`config.mk`:
```
export PLATFORM = sky130hd
export DESIGN_NAME = cell_reseq
export DESIGN_NICKNAME = d
export VERILOG_FILES = /design/src/rtl/cell_reseq.sv
export SDC_FILE = /design/constraint.sdc
export NUM_CORES = 1
export LEC_CHECK = 0
export ABC_CLOCK_PERIOD_IN_PS = 9700
export BUFFER_PORTS_ARGS = -buffer_cell sky130_fd_sc_hd__buf_2
export CORE_MARGIN = 2
export CORE_UTILIZATION = 40
export CTS_CLUSTER_DIAMETER = 100
export DETAILED_ROUTE_END_ITERATION = 7
export MAX_ROUTING_LAYER = met4
export PLACE_DENSITY_LB_ADDON = 0.25
export SYNTH_ARGS = -nofsm -noshare
export SYNTH_HDL_FRONTEND = slang
export SYNTH_SLANG_ARGS = --single-unit
export TNS_END_PERCENT = 5
```
`constraint.sdc`:
```
create_clock -name clk -period 9.7 [get_ports clk]
set_input_delay 1.455 -clock clk [delete_from_list [all_inputs] [get_ports clk]]
set_output_delay 1.455 -clock clk [all_outputs]
set_load 0.02 [all_outputs]
```
`src/rtl/cell_reseq.sv`:
```
module cell_reseq #(
  parameter int K    = 3,
  parameter int TW   = 8,
  parameter int DW   = 16,
  parameter int QD   = 4,
  parameter int HOLD = 8
) (
  input  logic            clk,
  input  logic            rst_n,
  input  logic [K-1:0]    in_vld,
  input  logic [K*TW-1:0] in_ts,
  input  logic [K*DW-1:0] in_data,
  output logic            out_vld,
  output logic [TW-1:0]   out_ts,
  output logic [DW-1:0]   out_data,
  output logic            full,
  output logic [TW-1:0]   slot
);
  localparam int AW = (QD > 1) ? $clog2(QD) : 1;
  localparam int CW = $clog2(QD + 1);
  localparam int LW = (K > 1) ? $clog2(K) : 1;

  logic [K-1:0]    ne, fl;
  logic [TW-1:0]   hd_ts [K];
  logic [DW-1:0]   hd_dt [K];
  logic [LW-1:0]   sel;
  logic [TW-1:0]   best_age;
  logic            rel;

  for (genvar i = 0; i < K; i++) begin : g_lane
    logic [TW-1:0] m_ts [QD];
    logic [DW-1:0] m_dt [QD];
    logic [AW-1:0] rp, wp;
    logic [CW-1:0] cnt;
    logic          push, pop;

    assign ne[i]    = (cnt != '0);
    assign fl[i]    = (cnt == CW'(QD));
    assign push     = in_vld[i] && !fl[i];
    assign pop      = rel && (sel == LW'(i));
    assign hd_ts[i] = m_ts[rp];
    assign hd_dt[i] = m_dt[rp];

    always_ff @(posedge clk) begin
      if (!rst_n) begin
        rp  <= '0;
        wp  <= '0;
        cnt <= '0;
      end else begin
        if (push) begin
          m_ts[wp] <= in_ts[i*TW +: TW];
          m_dt[wp] <= in_data[i*DW +: DW];
          wp <= (wp == AW'(QD - 1)) ? '0 : wp + 1'b1;
        end
        if (pop) rp <= (rp == AW'(QD - 1)) ? '0 : rp + 1'b1;
        cnt <= cnt + CW'(push) - CW'(pop);
      end
    end
  end

  always_comb begin
    logic [TW-1:0] a;
    logic          found;
    sel      = '0;
    best_age = '0;
    found    = 1'b0;
    for (int i = 0; i < K; i++) begin
      a = slot - hd_ts[i];
      if (ne[i] && (!found || a > best_age)) begin
        sel      = LW'(i);
        best_age = a;
        found    = 1'b1;
      end
    end
  end

  assign rel  = (|ne) && ((best_age >= TW'(HOLD - 1)) || (&ne));
  assign full = |fl;

  always_ff @(posedge clk) begin
    if (!rst_n) begin
      slot     <= '0;
      out_vld  <= 1'b0;
      out_ts   <= '0;
      out_data <= '0;
    end else begin
      slot     <= slot + 1'b1;
      out_vld  <= rel;
      out_ts   <= rel ? hd_ts[sel] : '0;
      out_data <= rel ? hd_dt[sel] : '0;
    end
  end
endmodule

```
# Word level (Yosys, flattened, before mapping)
# Memory sizes are Yosys's and may differ from the RTL's. A register that Yosys moved wholly into a read port is not among the register bits.
# Cells that the tools add are included.
# word_totals
register_bits,54
ramBits,288
input_bits,77
output_inout_bits,34
elab_cells,116
mem_count,6
# mem_list
name,depth,word_bits,read_ports,rd_clocked_by_memory_dff,wr,line,source
g_lane[0].m_dt,4,16,1,1,1,32,logic [DW-1:0] m_dt [QD];
g_lane[1].m_dt,4,16,1,1,1,32,
g_lane[2].m_dt,4,16,1,1,1,32,
g_lane[0].m_ts,4,8,1,1,1,31,logic [TW-1:0] m_ts [QD];
g_lane[1].m_ts,4,8,1,1,1,31,
g_lane[2].m_ts,4,8,1,1,1,31,
# op_classes
n_addsub,16
magnitude_cmp,4
n_eq_ne,11
mux,40
bitwise_logic,1
reduce_logical,25
# ops
cell,n
$mux W8,5
$mux W2,19
$bmux W16 S2,1
$mux W16,2
$sub A8 B8 Y8,3
$bmux W8 S2,1
$gt A8 B8 Y1,2
$eq A2 B2 Y1 const B,7
$add A2 B1 Y2 const B,6
$mux W1,12
$add A3 B1 Y3,3
$eq A3 B3 Y1 const B,3
$logic_and A1 B1 Y1,9
$reduce_bool A3 Y1,3
$sub A3 B1 Y3,3
$add A8 B1 Y8 const B,1
$ge A8 B3 Y1 const B,1
$reduce_or A3 Y1,2
$logic_not A1 Y1,5
$ge A3 B3 Y1 const B,1
$logic_or A1 B1 Y1,3
$not A2 Y3,1
$reduce_and A3 Y1,1
$eq A2 B1 Y1 const B,1
other kinds (2),2

# Longest topological paths before layout
# Gate-level depths: netlist (run 1).
# depth
word_depth,16
depth_mapped,36
depth_no_buf,32

# Worst setup path before layout (run 1)
# OpenSTA, ideal clock, no wires.
# synth_timing
path_type,register to register
from,register with a tool-made name
to,register g_lane[1].cnt[2]
setup_ns,0.115
arrival_time_ns,6.879
required_ns,9.585
slack_ns,2.706
stages_incl_launch_ff,36
n_path_buf,4
period_less_slack_ns,6.994
cell_sequence,dfxtp_1 -> buf_2 -> buf_1 -> mux4_2 -> inv_1 -> ha_1 -> o21a_1 -> o31a_1 -> o21ai_0 -> a211o_1 -> xor2_1 -> inv_1 -> ha_1 -> nand4_2 -> a21oi_1 -> nor2_2 -> nor2_1 -> clkbuf_1 -> nor2_1 -> a21oi_1 -> ha_1 -> a21o_1 -> a21oi_1 -> nor2b_1 -> o32a_1 -> o21ai_2 -> and3_1 -> buf_2 -> ha_1 -> inv_1 -> ha_1 -> inv_1 -> fa_1 -> xnor2_1 -> xnor2_1 -> and2_1
# synth_rtl
item,line,source
end signal: assignment,56,cnt <= cnt + CW'(push) - CW'(pop);
end: declaration,34,logic [CW-1:0] cnt;

==> metrics.cfg, run 1 <==
[power_and_ir_drop]
p_total_mw = 5.27
p_leak_nw = 6.52
vdd_drop_max_v = 0.000168
swShare_pct = 33.3
power_frac_clock_pct = 28.6
power_frac_comb_pct = 36.5
power_switching_mw = 1.76
p_seq_share_pct = 34.9
internal_power_mw = 3.51
power_density_nw_per_um2 = 303

[setup_path]
crit_family = compound AO/OA/AOI/OAI gates
worst-setup-path-type = reg -> reg
critical_path.slowest_cell = dfxtp_2
cp-start-kind = flip-flop
arrival_ns = 8.22
endpoint_kind = flip-flop
cp.buffers_inverters = 4
cpMostUsedCell = ha_1
required_ns = 10.13
crit_path_max_incr_delay_ns = 0.91
crit_path_max_fanout = 51

[logic_synthesis]
synth_area_leader_cell = edfxtp_1
yosysMostFrequentCell = edfxtp_1
syn_inst = 901
avgSynthCellArea_um2 = 16.6
ys_types = 65
synth_top_area_share_pct = 57.7
yosysWarnings = 0
synth_edf_count = 288
async_flop_share_pct = 0
ys_seq_area_share_pct = 65.7
synth-seq-cells = 348
synthTopCellsByArea = edfxtp_1 58%, mux4_2 11%, dfxtp_1 8.0%
ys.flop_type = edfxtp_1
netlist_area_um2 = 15000
ys_top_cells_by_count = 288 x edfxtp_1, 70 x mux4_2, 60 x dfxtp_1
syn_nets = 1043

[global_routing]
grt.busiest_layer = met2
grt_pass1_wl_um = 48500
grtUsageMet2_pct = 27.9
overflow = 0
grt_pass1_vias = 8121
use_met1_pct = 21.6
antenna_found_initial = 7
grt_max_degree = 52
grt_usage_pct = 17.1
met3_usage_pct = 3.98

[clock_network]
clock-root-buffer = clkbuf_16
cts.repair.resized = 0
hold_buffers = 0
htree_levels = 2
numCtsBuffers = 38
worstSkewPairLatency_ns = 0.54
clk_pin_slew_ns = 0.06
cts.sinks = 348
cts_buffer_depth = 3
postCtsSetupBuffers = 0
cts_tree = built

[timing]
maxSlewViolCount = 0
finalHoldViolations = 0
setup_viol = 0
fin_skew_ns = 0.0242
period_needed_ns = 7.79
rsz0062_at_grt = false
timing.fmax_ghz = 0.128
max_slew_margin_pct = 40.7
tns_ns = 0
finalCritPeriodShare_pct = 80.3
worstMarginPinSlew_ns = 0.890

[drt]
vias_per_cell = 5.20
wl_um = 31600
drtAntennaViolNets = 0
dr.pass1.iters = 5
drc = 0
drtIter0Drc = 480
vias = 7992
post_drt_wl_per_cell_um = 20.5

[worst_hold_path]
hold_path.class = reg -> reg

[job]
drv_cap = 0

[cells_and_area]
num-nets-final = 1175
layout-drive-gt1-share_pct = 26.6
area_delta_synth_final_pct = 16.1
fillers = 3242

[floorplanning]
initial_core_util_pct = 40.8
die_w_um = 198
dieHeight_um = 198
ioPinCount = 111
dieArea_um2 = 39000
num_rows = 70
core-area_um2 = 36800

[placement]
port_buffers = 110
gp_congestion = 0.828
place_hpwl_um = 21400

[outcome]
status = finished clean

==> area by class of cell <==
| type | instances | area (um^2) | area share (%) |
|---|---|---|---|
| Antenna cell | 7 | 17.5 | 0.101 |
| Clock buffer | 51 | 1120 | 6.45 |
| Clock inverter | 18 | 223 | 1.28 |
| Inverter | 44 | 165 | 0.949 |
| Multi-Input combinational cell | 471 | 4740 | 27.2 |
| Sequential cell | 348 | 9850 | 56.6 |
| Tap cell | 468 | 586 | 3.36 |
| Timing Repair Buffer | 130 | 701 | 4.03 |
==> power groups by stage <==
| stage | logic, mW | registers (mW) | clock network (mW) |
|---|---|---|---|
| after floorplan | 1.48 | 1.88 | 0 |
| after global placement | 1.95 | 1.87 | 0 |
| after detailed placement | 1.96 | 1.87 | 0 |
| after CTS | 1.97 | 1.84 | 1.54 |
| after global routing | 2.14 | 1.86 | 1.60 |
| final | 1.92 | 1.84 | 1.51 |
==> cell families (layout without fill, tap and decap cells) <==
family | count (synthesis) | count (layout) | synth area share (%)
multiplexers | 96 | 96 | 12.5
AO/OA/AOI/OAI | 109 | 109 | 5.60
buffers and inverters | 82 | 243 | 2.76
other | 0 | 7 | 0
XOR/XNOR | 25 | 25 | 1.46
adder cells (fa/ha/maj) | 65 | 65 | 5.72
flip-flops | 348 | 348 | 65.7
AND/OR/NAND/NOR | 176 | 176 | 6.29
==> metrics by stage <==
step                      std cells  instance area, um^2  hold slack, ns  utilization (%)  setup WS (ns)
final                          1537                17400           0.486             47.3           1.91
after global routing           1537                17400           0.538             47.3           1.31
after CTS                      1530                17400           0.490             47.3           1.80
after detailed placement       1461                16000           0.482             43.6           1.80
after global placement         1461                16000           0.470             43.6           1.97
after floorplan                 901                15000           0.454                -           2.71
==> worst register-to-register path, delay by kind of cell (launching register included) <==
kind / cells / cell delay [ns]
and+or+nand+nor: 8 / 1.41
DFF: 1 / 0.91
buffers and inverters: 4 / 0.68
xor gates and xnor gates: 2 / 0.26
AOI/OAI and AO/OA: 10 / 2.19
muxes: 1 / 0.60
adders and majority gates: 6 / 1.66
==> worst paths after layout <==
path / start / to / slack (ns) / cells after the start
worst max-delay path: flip-flop / g_lane[2].cnt[2]$_SDFF_PN0_ / 1.91 / 31
worst max register to register: flip-flop / g_lane[2].cnt[2]$_SDFF_PN0_ / 1.91 / 31
worst min-delay path: g_lane[1].rp[1]$_SDFFE_PN0N_ / g_lane[1].rp[1]$_SDFFE_PN0N_ / 0.49 / 2
worst min register to register: g_lane[1].rp[1]$_SDFFE_PN0N_ / g_lane[1].rp[1]$_SDFFE_PN0N_ / 0.49 / 2
==> cell usage in the layout, fill, tap and decap left out, types with 4 or more instances in the layout <==
cell type / Yosys / layout
mux2i_1: 24 / 24
and2_1: 17 / 17
nand2b_1: 6 / 6
mux4_2: 70 / 70
nor2b_1: 15 / 15
buf_4: 0 / 20
a21o_1: 4 / 4
and3_1: 18 / 18
o211ai_1: 7 / 7
dfxtp_1: 60 / 59
edfxtp_1: 288 / 288
nor3_1: 11 / 11
buf_2: 7 / 110
clkinv_2: 0 / 6
o21ai_0: 12 / 12
a21oi_1: 23 / 22
xnor2_1: 16 / 16
fa_1: 6 / 6
a211oi_1: 6 / 6
diode_2: 0 / 7
xor2_1: 9 / 9
inv_1: 44 / 44
nand2_1: 47 / 47
o211a_1: 24 / 24
or3_1: 6 / 6
nor2_1: 23 / 23
ha_1: 59 / 59
bufinv_16: 0 / 4
clkbuf_16: 0 / 40
clkbuf_8: 4 / 8
nand3_1: 9 / 9
==> layer usage <==
metal  share of wire [%]  wire length, um
met5                   0                0
met2                  50            15800
met3                 6.2             1960
met4                 1.9              588
met1                  42            13200
==> sequential cells by signal (all words and copies together) (netlist names), named ones only <==
signal and count:
out_ts 8, g_lane.rp 6, g_lane.wp 6, out_vld 1
g_lane.m_dt 192, slot 8, out_data 16, g_lane.m_ts 96
g_lane.cnt 9
(Power assumes the default switching activity.)
==> inputs of run 2 (changes only) <==
- ABC_AREA: unset -> 1
- ABC_CLOCK_PERIOD_IN_PS: 9700 -> 7700
- clock period: 9.7 -> 7.7 ns (I/O delays scaled with it)
==> run 2 against run 1 <==
  * Non-clock buffer count fell by 7
  * Area after synthesis rose by 0.95%
  * Largest cell class unchanged
  * Via count rose by 25%
  * Flip-flop and latch count did not move
==> metrics.cfg, run 2 <==
[setup_path]
crit_path_max_incr_delay_ns = 0.60  ; -0.31 ns
crit_family = adder cells
worst-setup-path-type = reg -> reg
required_ns = 8.11  ; -2.02 ns
cp.buffers_inverters = 6  ; +2
endpoint_kind = flip-flop
critical_path.slowest_cell = inv_2
arrival_ns = 7.27  ; -0.95 ns
cpMostUsedCell = ha_1
crit_path_max_fanout = 36  ; -29%
r2r_setup_slack_ns = 0.84  ; -1.07 ns
cp-start-kind = flip-flop

[clock_network]
cts.repair.resized = 0  ; unchanged
clk_pin_slew_ns = 0.07  ; about the same
cts_buffer_depth = 3  ; unchanged
clock-root-buffer = clkbuf_16
hold_buffers = 0  ; unchanged
htree_levels = 2  ; unchanged
cts_tree = built
cts.sinks = 348  ; unchanged
postCtsSetupBuffers = 0  ; unchanged
worstSkewPairLatency_ns = 0.53  ; about the same
numCtsBuffers = 38  ; unchanged

[logic_synthesis]
synth_area_leader_cell = edfxtp_1
synth-seq-cells = 348  ; unchanged
ys_types = 49  ; -25%
netlist_area_um2 = 15100  ; +0.95%
synth_top_area_share_pct = 57.1  ; -0.54 points
ys_top_cells_by_count = 288 x edfxtp_1, 254 x nand2_1, 124 x a21oi_1, 124 x nor2_1, 88 x inv_1
synth_edf_count = 288  ; unchanged
yosysMostFrequentCell = edfxtp_1
syn_nets = 1467  ; +41%
syn_inst = 1325  ; +47%
async_flop_share_pct = 0  ; unchanged
synthTopCellsByArea = edfxtp_1 57%, dfxtp_1 7.9%, nand2_1 6.3%
ys_seq_area_share_pct = 65.1  ; -0.62 points
yosysWarnings = 0  ; unchanged
avgSynthCellArea_um2 = 11.4  ; -31%
ys.flop_type = edfxtp_1

[drt]
drtIter0Drc = 631  ; +31%
dr.pass1.iters = 5  ; unchanged
vias = 9994  ; +25%
wl_um = 37600  ; +19%
drc = 0  ; unchanged
vias_per_cell = 5.06  ; -2.8%
drtAntennaViolNets = 0  ; unchanged
post_drt_wl_per_cell_um = 19.0  ; -7.4%

[cells_and_area]
largest_reg_flops = 192  ; unchanged
reg_top3 = g_lane.m_dt: 192 flops, g_lane.m_ts: 96 flops, out_data: 16 flops
area_delta_synth_final_pct = 15.3
layout_commonest_cell = edfxtp_1
final_cell_mix = 288 x edfxtp_1, 254 x nand2_1, 124 x a21oi_1
num-nets-final = 1575  ; +34%
fillers = 3475  ; +7.2%
layout-drive-gt1-share_pct = 16.5  ; -10 points
top_register = g_lane.m_dt

[global_routing]
grt_pass1_wl_um = 57000  ; +18%
antenna_found_initial = 5  ; -2
overflow = 0  ; unchanged
grt_max_degree = 50  ; -3.8%
grt_pass1_vias = 9675  ; +19%
grt_usage_pct = 19.9  ; +2.9 points

[floorplanning]
ioPinCount = 111  ; unchanged
num_rows = 71  ; +1.4%
dieHeight_um = 199  ; +0.47%
initial_core_util_pct = 40.4  ; -0.38 points
dieArea_um2 = 39400  ; +0.93%
core-area_um2 = 37500  ; +1.9%
die_w_um = 199  ; +0.47%

[timing]
setup_viol = 0  ; unchanged
tns_ns = 0  ; unchanged
period_needed_ns = 6.86  ; -0.932 ns
finalCritPeriodShare_pct = 89.1  ; +8.8 points
finalHoldViolations = 0  ; unchanged
max_slew_margin_pct = 40.6  ; about the same
timing.fmax_ghz = 0.146  ; +14%
rsz0062_at_grt = false
worstMarginPinSlew_ns = 0.888  ; -0.00201 ns
maxSlewViolCount = 0  ; unchanged
fin_skew_ns = 0.0140  ; -0.0102 ns

[job]
drv_cap = 0  ; unchanged

[placement]
gp_congestion = 0.908  ; +9.7%
port_buffers = 110  ; unchanged
place_hpwl_um = 25000  ; +17%

[outcome]
status = finished clean

[power_and_ir_drop]
power_density_nw_per_um2 = 428  ; +41%
vdd_drop_max_v = 0.000294  ; +75%
p_leak_nw = 6.75  ; +3.6%
p_total_mw = 7.46  ; +42%

[worst_hold_path]
hold_path.class = reg -> reg

==> run 2: final cells by class <==
cell class              count  area, um^2  area share [%]
well taps                 511         639            3.66
diodes                      5        12.5          0.0717
clock buffers              51        1080            6.20
multi-input cells         825        4740            27.1
repair buffers            123         648            3.71
flip-flops and latches    348        9850            56.5
clock inverters            17         114           0.653
inverters                  97         368            2.11
==> run 2: final timing paths <==
| check | startpoint | endpoint | cells after the start |
|---|---|---|---|
| max | flip-flop | g_lane[0].cnt[2]$_SDFF_PN0_ | 35 |
| min | slot[0]$_SDFF_PN0_ | slot[0]$_SDFF_PN0_ | 1 |
| max reg2reg | flip-flop | g_lane[0].cnt[2]$_SDFF_PN0_ | 35 |
| min reg2reg | slot[0]$_SDFF_PN0_ | slot[0]$_SDFF_PN0_ | 1 |
==> run 2: routing by layer <==
layer  up-vias  wire (um)  global-route usage (%)
li1       4895          -                       -
met1      4768      16900                    26.4
met2       264      17000                    30.3
met3        67       2360                    4.22
met4         0       1300                    7.68
met5         -          0                       -
==> run 2: power by group <==
group          leakage, nW  total, mW  switching (mW)  internal (mW)
logic                 3.06       3.40            2.35           1.04
registers             3.11       2.32          0.0867           2.24
clock network        0.583       1.74           0.721           1.02
==> run 2: kinds of logic after synthesis <==
| group | Yosys count | synth area share [%] |
|---|---|---|
| flip-flops | 348 | 65.1 |
| buffers and inverters | 152 | 4.20 |
| adder cells (fa/ha/maj) | 65 | 5.67 |
| XOR/XNOR | 15 | 0.967 |
| AND/OR/NAND/NOR | 485 | 13.8 |
| AO/OA/AOI/OAI | 260 | 10.3 |
==> run 2: per-stage QoR <==
stage | instances | util (%) | hold slack, ns | setup slack, ns | instance area, um^2
CTS | 1972 | 46.5 | 0.498 | 0.856 | 17400
finish | 1977 | 46.5 | 0.502 | 0.840 | 17400
floorplan | 1325 | - | 0.483 | 1.89 | 15100
global route | 1977 | 46.5 | 0.517 | 0.140 | 17400
detailed placement | 1904 | 43.3 | 0.483 | 0.887 | 16200
global placement | 1904 | 43.3 | 0.469 | 0.880 | 16200
